File: config.mk
export PLATFORM = sky130hd
export DESIGN_NAME = smpl_timebase
export DESIGN_NICKNAME = d
export VERILOG_FILES = /design/src/rtl/smpl_timebase_pkg.sv /design/src/rtl/smpl_clk_src.sv /design/src/rtl/smpl_prescale.sv /design/src/rtl/smpl_dn_qual.sv /design/src/rtl/smpl_timers.sv /design/src/rtl/smpl_timebase.sv
export SDC_FILE = /design/constraint.sdc
export NUM_CORES = 1
export LEC_CHECK = 0
export BUFFER_PORTS_ARGS = -buffer_cell sky130_fd_sc_hd__buf_2
export CORE_MARGIN = 5
export CORE_UTILIZATION = 60
export DETAILED_ROUTE_END_ITERATION = 8
export MAX_ROUTING_LAYER = met4
export PLACE_DENSITY = 0.78
export RECOVER_POWER = 25
export SYNTH_ARGS = -nofsm -noshare
export SYNTH_HDL_FRONTEND = slang
export SYNTH_HIERARCHICAL = 1
export SYNTH_SLANG_ARGS = --single-unit
File: constraint.sdc
create_clock -name clk_i -period 2.5 [get_ports clk_i]
set_input_delay 0.25 -clock clk_i [delete_from_list [all_inputs] [get_ports clk_i]]
set_output_delay 0.25 -clock clk_i [all_outputs]
set_load 0.005 [all_outputs]
File: src/rtl/smpl_timebase_pkg.sv
package smpl_timebase_pkg;

  typedef enum logic [1:0] {
    OP_IDLE  = 2'b00,
    OP_REC   = 2'b01,
    OP_PLAY  = 2'b10,
    OP_SPARE = 2'b11
  } op_mode_e;

  // bits needed for a counter holding 0 .. n-1
  function automatic int unsigned cnt_w(input int unsigned n);
    return (n < 2) ? 1 : $clog2(n);
  endfunction

endpackage

File: src/rtl/smpl_clk_src.sv
module smpl_clk_src (
  input  logic clk_i,
  input  logic rst_ni,
  input  logic hold_i,
  input  logic ext_sel_i,
  input  logic osc_en_i,
  input  logic ext_clk_en_i,
  output logic div_en_o
);

  logic phase_q, phase_d;

  always_comb begin
    phase_d = phase_q;
    if (hold_i) begin
      phase_d = 1'b0;
    end else if (ext_sel_i && ext_clk_en_i) begin
      phase_d = ~phase_q;
    end
  end

  always_ff @(posedge clk_i or negedge rst_ni) begin
    if (!rst_ni) begin
      phase_q <= 1'b0;
    end else begin
      phase_q <= phase_d;
    end
  end

  // every second external enable passes; the oscillator enable passes as is
  assign div_en_o = ext_sel_i ? (ext_clk_en_i && phase_q) : osc_en_i;

endmodule

File: src/rtl/smpl_prescale.sv
module smpl_prescale
  import smpl_timebase_pkg::*;
#(
  parameter int unsigned DIV_RATIO = 64
) (
  input  logic clk_i,
  input  logic rst_ni,
  input  logic hold_i,
  input  logic en_i,
  output logic stb_o
);

  localparam int unsigned CW = cnt_w(DIV_RATIO);
  localparam logic [CW-1:0] LAST = CW'(DIV_RATIO - 1);

  logic [CW-1:0] cnt_q, cnt_d;
  logic          wrap;

  always_comb begin
    wrap  = en_i && (cnt_q == LAST);
    cnt_d = cnt_q;
    if (hold_i) begin
      cnt_d = '0;
    end else if (en_i) begin
      cnt_d = wrap ? '0 : cnt_q + 1'b1;
    end
  end

  always_ff @(posedge clk_i or negedge rst_ni) begin
    if (!rst_ni) begin
      cnt_q <= '0;
    end else begin
      cnt_q <= cnt_d;
    end
  end

  assign stb_o = wrap && !hold_i;

endmodule

File: src/rtl/smpl_dn_qual.sv
module smpl_dn_qual
  import smpl_timebase_pkg::*;
#(
  parameter int unsigned REC_MIN_SAMPLES  = 200,
  parameter int unsigned PLAY_MIN_SAMPLES = 100
) (
  input  logic       clk_i,
  input  logic       rst_ni,
  input  logic       pwrdn_i,
  input  logic [1:0] op_mode_i,
  input  logic       stb_i,
  output logic       intr_o,
  output logic       down_o
);

  localparam int unsigned MAXN = (REC_MIN_SAMPLES > PLAY_MIN_SAMPLES) ?
                                 REC_MIN_SAMPLES : PLAY_MIN_SAMPLES;
  localparam int unsigned NW = cnt_w(MAXN + 1);
  localparam logic [NW-1:0] REC_N  = NW'(REC_MIN_SAMPLES);
  localparam logic [NW-1:0] PLAY_N = NW'(PLAY_MIN_SAMPLES);

  logic          sync1_q, sync2_q;
  logic [NW-1:0] wid_q, wid_d;
  logic          down_q, down_d;
  logic          intr_q;
  logic [NW-1:0] need;
  logic          fire;

  // two-flop synchroniser for the asynchronous request
  always_ff @(posedge clk_i or negedge rst_ni) begin
    if (!rst_ni) begin
      sync1_q <= 1'b0;
      sync2_q <= 1'b0;
    end else begin
      sync1_q <= pwrdn_i;
      sync2_q <= sync1_q;
    end
  end

  always_comb begin
    unique case (op_mode_e'(op_mode_i))
      OP_REC:  need = REC_N;
      OP_PLAY: need = PLAY_N;
      default: need = '0;
    endcase
  end

  always_comb begin
    fire = 1'b0;
    if (sync2_q && !down_q) begin
      if (need == '0) begin
        fire = 1'b1;
      end else if (stb_i && (wid_q >= need - 1'b1)) begin
        fire = 1'b1;
      end
    end
  end

  always_comb begin
    wid_d = wid_q;
    if (!sync2_q || down_q) begin
      wid_d = '0;
    end else if (stb_i && (wid_q != {NW{1'b1}})) begin
      wid_d = wid_q + 1'b1;
    end
    down_d = down_q ? sync2_q : fire;
  end

  always_ff @(posedge clk_i or negedge rst_ni) begin
    if (!rst_ni) begin
      wid_q  <= '0;
      down_q <= 1'b0;
      intr_q <= 1'b0;
    end else begin
      wid_q  <= wid_d;
      down_q <= down_d;
      intr_q <= fire;
    end
  end

  assign intr_o = intr_q;
  assign down_o = down_q;

endmodule

File: src/rtl/smpl_timers.sv
module smpl_timers
  import smpl_timebase_pkg::*;
#(
  parameter int unsigned SEG_SAMPLES  = 800,
  parameter int unsigned WAKE_SAMPLES = 150,
  parameter int unsigned END_SAMPLES  = 100
) (
  input  logic clk_i,
  input  logic rst_ni,
  input  logic hold_i,
  input  logic stb_i,
  input  logic end_req_i,
  output logic seg_tick_o,
  output logic ready_o,
  output logic end_pulse_o
);

  localparam int unsigned SW = cnt_w(SEG_SAMPLES);
  localparam int unsigned WW = cnt_w(WAKE_SAMPLES);
  localparam int unsigned EW = cnt_w(END_SAMPLES);
  localparam logic [SW-1:0] SEG_LAST  = SW'(SEG_SAMPLES - 1);
  localparam logic [WW-1:0] WAKE_LAST = WW'(WAKE_SAMPLES - 1);
  localparam logic [EW-1:0] END_LAST  = EW'(END_SAMPLES - 1);

  logic [SW-1:0] seg_q, seg_d;
  logic [WW-1:0] wake_q, wake_d;
  logic          rdy_q, rdy_d;
  logic [EW-1:0] end_q, end_d;
  logic          act_q, act_d;
  logic          seg_last;

  // segment counter
  always_comb begin
    seg_last = stb_i && (seg_q == SEG_LAST);
    seg_d    = seg_q;
    if (hold_i) begin
      seg_d = '0;
    end else if (stb_i) begin
      seg_d = seg_last ? '0 : seg_q + 1'b1;
    end
  end

  // wake-up delay
  always_comb begin
    wake_d = wake_q;
    rdy_d  = rdy_q;
    if (hold_i) begin
      wake_d = '0;
      rdy_d  = 1'b0;
    end else if (!rdy_q && stb_i) begin
      if (wake_q == WAKE_LAST) begin
        wake_d = '0;
        rdy_d  = 1'b1;
      end else begin
        wake_d = wake_q + 1'b1;
      end
    end
  end

  // message-end pulse, not retriggerable
  always_comb begin
    end_d = end_q;
    act_d = act_q;
    if (hold_i) begin
      end_d = '0;
      act_d = 1'b0;
    end else if (!act_q) begin
      if (end_req_i) begin
        end_d = '0;
        act_d = 1'b1;
      end
    end else if (stb_i) begin
      if (end_q == END_LAST) begin
        end_d = '0;
        act_d = 1'b0;
      end else begin
        end_d = end_q + 1'b1;
      end
    end
  end

  always_ff @(posedge clk_i or negedge rst_ni) begin
    if (!rst_ni) begin
      seg_q  <= '0;
      wake_q <= '0;
      rdy_q  <= 1'b0;
      end_q  <= '0;
      act_q  <= 1'b0;
    end else begin
      seg_q  <= seg_d;
      wake_q <= wake_d;
      rdy_q  <= rdy_d;
      end_q  <= end_d;
      act_q  <= act_d;
    end
  end

  assign seg_tick_o  = seg_last && !hold_i;
  assign ready_o     = rdy_q;
  assign end_pulse_o = act_q;

endmodule

File: src/rtl/smpl_timebase.sv
module smpl_timebase #(
  parameter int unsigned DIV_RATIO        = 64,
  parameter int unsigned SEG_SAMPLES      = 800,
  parameter int unsigned WAKE_SAMPLES     = 150,
  parameter int unsigned END_SAMPLES      = 100,
  parameter int unsigned REC_MIN_SAMPLES  = 200,
  parameter int unsigned PLAY_MIN_SAMPLES = 100
) (
  input  logic       clk_i,
  input  logic       rst_ni,
  input  logic       ext_sel_i,
  input  logic       osc_en_i,
  input  logic       ext_clk_en_i,
  input  logic [1:0] op_mode_i,
  input  logic       pwrdn_i,
  input  logic       msg_end_req_i,
  output logic       sample_stb_o,
  output logic       seg_tick_o,
  output logic       ready_o,
  output logic       end_pulse_o,
  output logic       dn_intr_o
);

  logic rst_s1_q, rst_s2_q;
  logic rst_n;
  logic hold;
  logic div_en;
  logic stb;

  // asynchronous assert, synchronous release
  always_ff @(posedge clk_i or negedge rst_ni) begin
    if (!rst_ni) begin
      rst_s1_q <= 1'b0;
      rst_s2_q <= 1'b0;
    end else begin
      rst_s1_q <= 1'b1;
      rst_s2_q <= rst_s1_q;
    end
  end
  assign rst_n = rst_s2_q;

  smpl_clk_src u_src (
    .clk_i        (clk_i),
    .rst_ni       (rst_n),
    .hold_i       (hold),
    .ext_sel_i    (ext_sel_i),
    .osc_en_i     (osc_en_i),
    .ext_clk_en_i (ext_clk_en_i),
    .div_en_o     (div_en)
  );

  smpl_prescale #(.DIV_RATIO(DIV_RATIO)) u_pre (
    .clk_i  (clk_i),
    .rst_ni (rst_n),
    .hold_i (hold),
    .en_i   (div_en),
    .stb_o  (stb)
  );

  smpl_dn_qual #(
    .REC_MIN_SAMPLES  (REC_MIN_SAMPLES),
    .PLAY_MIN_SAMPLES (PLAY_MIN_SAMPLES)
  ) u_qual (
    .clk_i     (clk_i),
    .rst_ni    (rst_n),
    .pwrdn_i   (pwrdn_i),
    .op_mode_i (op_mode_i),
    .stb_i     (stb),
    .intr_o    (dn_intr_o),
    .down_o    (hold)
  );

  smpl_timers #(
    .SEG_SAMPLES  (SEG_SAMPLES),
    .WAKE_SAMPLES (WAKE_SAMPLES),
    .END_SAMPLES  (END_SAMPLES)
  ) u_tmr (
    .clk_i       (clk_i),
    .rst_ni      (rst_n),
    .hold_i      (hold),
    .stb_i       (stb),
    .end_req_i   (msg_end_req_i),
    .seg_tick_o  (seg_tick_o),
    .ready_o     (ready_o),
    .end_pulse_o (end_pulse_o)
  );

  assign sample_stb_o = stb;

endmodule

After elaboration in Yosys (flattened, before gate mapping)
Cells that the tools add are included.
Widths: inputs -> output; s select.
{ "classes": {"n_addsub": 6, "order_cmp": 1, "eq_ne": 8, "n_mux": 32, "bitwise_logic": 1, "n_reduce_logical": 24} }
{ "op_table": {"columns": ["cell", "n"], "rows": [
  ["$mux 8", 5],
  ["$mux 7", 5],
  ["$mux 10", 3],
  ["$mux 6", 3],
  ["$add 8x1->8 const B", 2],
  ["$pmux 8 s2", 1],
  ["$mux 1", 15],
  ["$reduce_bool 2->1", 6],
  ["$add 10x1->10 const B", 1],
  ["$eq 10x10->1 const B", 1],
  ["$logic_and 1x1->1", 10],
  ["$eq 8x8->1 const B", 1],
  ["$ge 8x8->1", 1],
  ["$logic_not 8->1", 1],
  ["$ne 8x8->1 const B", 1],
  ["$sub 8x1->8 const B", 1],
  ["$add 7x1->7 const B", 1],
  ["$eq 7x7->1 const B", 1],
  ["$add 6x1->6 const B", 1],
  ["$eq 6x6->1 const B", 1],
  ["$reduce_and 2->1", 2],
  ["$logic_not 1->1", 3],
  ["$ne 3x1->1 const B", 1],
  ["$reduce_bool 3->1", 1],
  ["4 further kinds", 4]
]} }
{ "word_totals": {"regBits": 48, "input_bits": 9, "out_inout_bits": 5, "elab_cells": 86} }

Depth between registers and ports, before layout
{ "depth": {"depth_word": 9, "mapped_depth": 10, "ltp_nobuf": 8} }

Modules after synthesis
The synthesis kept the hierarchy.
{ "modules_own_cells": {"columns": ["mod", "instances", "cells_per_inst", "area_each_um2", "seq_area_each_um2"], "rows": [
  ["smpl_timers", 1, 152, 1447.6, 675.6],
  ["smpl_dn_qual", 1, 69, 695.7, 300.3],
  ["smpl_prescale", 1, 33, 316.6, 150.1],
  ["smpl_clk_src", 1, 7, 65.1, 25.0],
  ["smpl_timebase", 1, 3, 53.8, 50.0]
]} }

Least setup slack after synthesis
Ideal clock, no wire load.
{ "synth_path": {"kind": "register -> register", "startpoint": "register u_src.phase_q", "endpoint": "register u_tmr.end_q[1]", "setup_ns": 0.131, "t_arrival_ns": 2.341, "t_required_ns": 2.369, "setup_slack_ns": 0.028, "path_stages_with_launch": 10, "n_path_buf": 2, "period_less_slack_ns": 2.472, "path_cell_list": "dfrtp_1 nand3_1 o21ai_0 clkbuf_2 nand4_1 nor3_1 buf_2 mux2_1 a21oi_1 nor2_1"} }
{ "synth_between": {"elab_chain_len": 6} }
{ "synth_lines": {"columns": ["element", "line_no", "text"], "rows": [
  ["start, declared", "smpl_clk_src.sv:11", "logic phase_q, phase_d;"],
  ["start signal, assigned", "smpl_clk_src.sv:26", "phase_q <= phase_d;"],
  ["$logic_and 1x1->1", "smpl_clk_src.sv:31", "assign div_en_o = ext_sel_i ? (ext_clk_en_i && phase_q) : osc_en_i;"],
  ["$mux 1", "smpl_clk_src.sv:31", null],
  ["named net div_en", "smpl_timebase.sv:27", "logic div_en;"],
  ["$logic_and 1x1->1", "smpl_prescale.sv:20", "wrap = en_i && (cnt_q == LAST);"],
  ["$logic_and 1x1->1", "smpl_prescale.sv:37", "assign stb_o = wrap && !hold_i;"],
  ["named net sample_stb_o", "smpl_timebase.sv:17", "output logic sample_stb_o,"],
  ["$ne 3x1->1 (no line)", null, null],
  ["$reduce_and 2->1 (no line)", null, null],
  ["end signal, assigned", "smpl_timers.sv:93", "end_q <= end_d;"],
  ["end, declared", "smpl_timers.sv:28", "logic [EW-1:0] end_q, end_d;"]
]} }
The timed path passes the listed nets, and every way through them passes these cells.
A chain may end at the register's enable or synchronous reset.

Worst setup path after layout
{ "layout_path": {"startpoint": "register u_pre.cnt_q[0]", "endpoint": "output port seg_tick_o"} }
{ "layout_between": {"elab_chain_len": 5} }
{ "layout_lines": {"columns": ["element", "line_no", "text"], "rows": [
  ["start, declared", "smpl_prescale.sv:16", "logic [CW-1:0] cnt_q, cnt_d;"],
  ["start signal, assigned", "smpl_prescale.sv:33", "cnt_q <= cnt_d;"],
  ["$eq 6x6->1", "smpl_prescale.sv:20", null],
  ["$logic_and 1x1->1", "smpl_prescale.sv:20", null],
  ["$logic_and 1x1->1", "smpl_prescale.sv:37", null],
  ["$logic_and 1x1->1", "smpl_timers.sv:34", "seg_last = stb_i && (seg_q == SEG_LAST);"],
  ["$logic_and 1x1->1", "smpl_timers.sv:98", "assign seg_tick_o = seg_last && !hold_i;"],
  ["end, declared", "smpl_timebase.sv:18", "output logic seg_tick_o,"]
]} }
Every way passes these cells.

==> key figures <==
Routing
  – DRC violations left: 0
  – Initial DRT Pass Iterations: 4
  – Via count: 1988
  – Drt wl/cell: 14.0 um
  – Initial DRC Count: 65
  – Post-DR vias/cell: 5.86
  – Post-route ant nets: 0
  – Final WL: 4760 um

Cells and area
  – Commonest non-fill, non-tap cell in the layout: dfrtp_1
  – Final instance area: 2870 sq um
  – Final core utilization: 70.2%
  – Nets@finish: 310
  – Commonest non-fill, non-tap cells in the layout: 48 x dfrtp_1, 33 x nor2_1, 22 x nand2_1
  – Fillcell total: 330
  – Diodes inserted: 0
  – Area grow syn2layout: 11.2%
  – Layout Cells excl Fill: 339
  – Fraction of layout cells with a size suffix above 1: 11.4%

Yosys
  – Sequential share of the synthesized area: 46.6%
  – Synth Net Count: 286
  – Synthesized instance count: 264
  – Yosys Warn Count: 6
  – Mapped cell area: 2580 sq um
  – Yosys reg bits: 48
  – Post-synth ARST share: 100%
  – Unique masters post-synth: 52
  – Synth area leaders: dfrtp_1 47%, ha_1 6.3%, nor2_1 4.8%
  – Synth area leader: dfrtp_1
  – Number of synthesized flops with an enable pin: 0
  – Ys flop type: dfrtp_1
  – Syn Area/Cell: 9.77 sq um
  – Synth top area share: 46.6%

Power
  – Net Sw Power: 0.363 mW
  – Internal power: 1.16 mW
  – Worst VDD drop: 0.453 mV
  – Power share of the combinational group: 8.8%
  – Switch share: 23.8%
  – Leak: 1.31 nW
  – Power density cells: 531 nW/um^2
  – Share of total power in the clock network: 36.1%
  – Sequential fraction of design power: 55.1%

Clock tree
  – Max clock buf depth: 2
  – CTS H-Tree Depth: 2
  – CTS tree: done
  – Root buffer cell: clkbuf_8
  – CTS Sinks: 48
  – Worst skew pair latency: 0.30 ns
  – CTS Buf Count: 5
  – Worst-path clk slew: 0.09 ns

Placed design
  – GP Congestion: 0.849
  – Placed cells: 328
  – Number of port buffers: 13
  – Dpl cell area: 2730 sq um
  – Post-detail-place hpwl: 3250 um

Worst setup path
  – Slowest cell on crit path: dfrtp_1
  – WP data arrival: 2.05 ns
  – Worst setup SP type: flop
  – CP Capture Type: output pin
  – WP data required: 2.25 ns
  – Crit path top cell by count: nand4_1
  – Largest stage delay on the critical path: 0.42 ns
  – Crit-path leading delay family: simple AND/OR/NAND/NOR gates
  – Setup CP Type: flop to output pin
  – Crit path max fanout: 11
  – Ordered cell list for the critical path: ha_1 -> nand4_1 -> nor3_2 -> buf_6 -> and3_4 -> nand4_1 -> nor2_1 -> buf_2
  – FF-to-FF setup slack: 0.32 ns
  – Crit path buf inv count: 2

STA
  – # setup viols final: 0
  – Final setup TNS: 0 ns
  – Worst Max-Slew Pin Slew: 1.11 ns
  – Final min period: 2.30 ns
  – Hold slack: 0.0522 ns
  – RSZ-0062 raised after global routing: no
  – Final worst path period share: 91.9%
  – Slew HR: 26.2%
  – Final Max Slew Viols: 0
  – Max Freq: 435 MHz
  – Final clock skew: 0.00787 ns
  – Count of final hold-check violations: 0

Flow run
  – MaxCap Viol Count: 0

Floorplanning
  – Initial Utilization: 63.1%
  – DIE HEIGHT: 75.6 um
  – Die ar.: 5710 sq um
  – # rows: 23
  – Core Box Area: 4090 sq um
  – Die X: 75.6 um
  – Ports: 14

Global routing
  – Total gr overflow: 0
  – Vias in the first global route: 1913
  – Initial antenna violation count: 0
  – First-pass GRT wire length: 8230 um
  – Pin count of the biggest net entering global routing: 30
  – Overall routing resource usage: 19.6%

Hold path
  – Worst hold path class: primary input to flop

Outcome
  – Status: complete, no violations
[state kept, by name (all words and copies together), names as in the netlist, 6 cells and up]
signal / count
u_tmr/seg_q: 10
u_tmr/wake_q: 8
u_pre/cnt_q: 6
u_qual/wid_q: 8
u_tmr/end_q: 7
[power by group through the flow]
stage / Combinational, mW / Clock (mW) / Sequential, mW
after detailed placement: 0.132 / 0 / 0.856
final: 0.134 / 0.549 / 0.840
after CTS: 0.135 / 0.564 / 0.840
after floorplan: 0.0845 / 0 / 0.854
after global placement: 0.130 / 0 / 0.855
after global routing: 0.151 / 0.603 / 0.846
[final cells by class]
| type | count | area [sq um] | area share (%) |
|---|---|---|---|
| Clock inverter | 2 | 35.0 | 1.22 |
| Timing Repair Buffer | 23 | 143 | 4.97 |
| Inverter | 10 | 37.5 | 1.31 |
| Tap cell | 50 | 62.6 | 2.18 |
| Clock buffer | 6 | 72.6 | 2.53 |
| Sequential cell | 48 | 1200 | 41.9 |
| Multi-Input combinational cell | 200 | 1320 | 45.9 |
[synth_stat cells, types with 2 or more instances]
master and n:
and3_1 6, and4_1 2, a211oi_1 3, nand4_1 10, dfrtp_1 48, nand2_1 22, and2b_1 2, o21ai_0 4
o21ai_1 7, xor2_1 10, nand2b_1 3, nor3_1 5, a31oi_1 6, ha_1 13, o2bb2ai_1 2, nor2b_1 3
or3_1 3, and2_1 2, nand3_1 11, o211ai_1 3, buf_2 2, o31ai_1 2, o2111ai_1 3, nor4b_1 2
mux2i_1 5, inv_1 10, a21oi_1 13, nor2_1 33, xnor2_1 6
[per-stage QoR]
stage               worst slack (ns)  total power [mW]
finish                         0.202              1.52
global route                  0.0247              1.60
CTS                            0.153              1.54
detailed placement             0.248             0.988
global placement               0.341             0.984
floorplan                     0.0284             0.938
[layer usage]
| metal | track usage [%] | up-vias | routed length (um) |
|---|---|---|---|
| met2 | 33.0 | 16 | 2300 |
| met1 | 23.2 | 965 | 2280 |
| met5 | - | - | 0 |
| met3 | 4.75 | 7 | 126 |
| met4 | 5.83 | 0 | 59 |
| li1 | - | 1000 | - |
[logic make-up (layout without fill, tap and decap cells)]
kind of cell	Yosys count	count (layout)	share of synthesized area, %
other cells	1	1	0.145
xor+xnor	16	16	5.43
flops	48	48	46.6
compound gates	53	53	14.5
mux	6	6	2.38
fa+ha+maj	13	13	6.31
simple gates	111	111	21.9
buf+inv	16	41	2.77
[worst register-to-register path, stage by stage (launching register included)]
cell     delay, ns
dfrtp_1       0.42
ha_1          0.19
nand4_1       0.13
nor3_2        0.26
buf_6         0.18
and2b_1       0.26
nor2_1        0.10
nor2_1        0.39
nor3_1        0.12
[worst paths after layout]
kind | startpoint | end | cells after the start
worst max-delay path | u_pre/cnt_q[0]$_DFFE_PN0P_ | seg_tick_o | 8
worst min-delay path | pwrdn_i | u_qual/sync1_q$_DFF_PN0_ | 1
worst max register to register | u_pre/cnt_q[0]$_DFFE_PN0P_ | u_tmr/wake_q[6]$_DFFE_PN0P_ | 8
worst min register to register | rst_s1_q$_DFF_PN0_ | rst_n$_DFF_PN0_ | 0
max in group asynchronous | rst_n$_DFF_PN0_ | u_tmr/seg_q[9]$_DFFE_PN0P_ | 1
min in group asynchronous | rst_ni | rst_n$_DFF_PN0_ | 2
[repair_timing]
action | CTS | global route
endpoints found under the setup margin | 0 | 1
setup buffers | 0 | 1
hold endpoints to repair | 2 | 0
hold buffers | 1 | 0
resized for setup | 0 | 2
No activity file was read; power rests on OpenSTA's default activity.
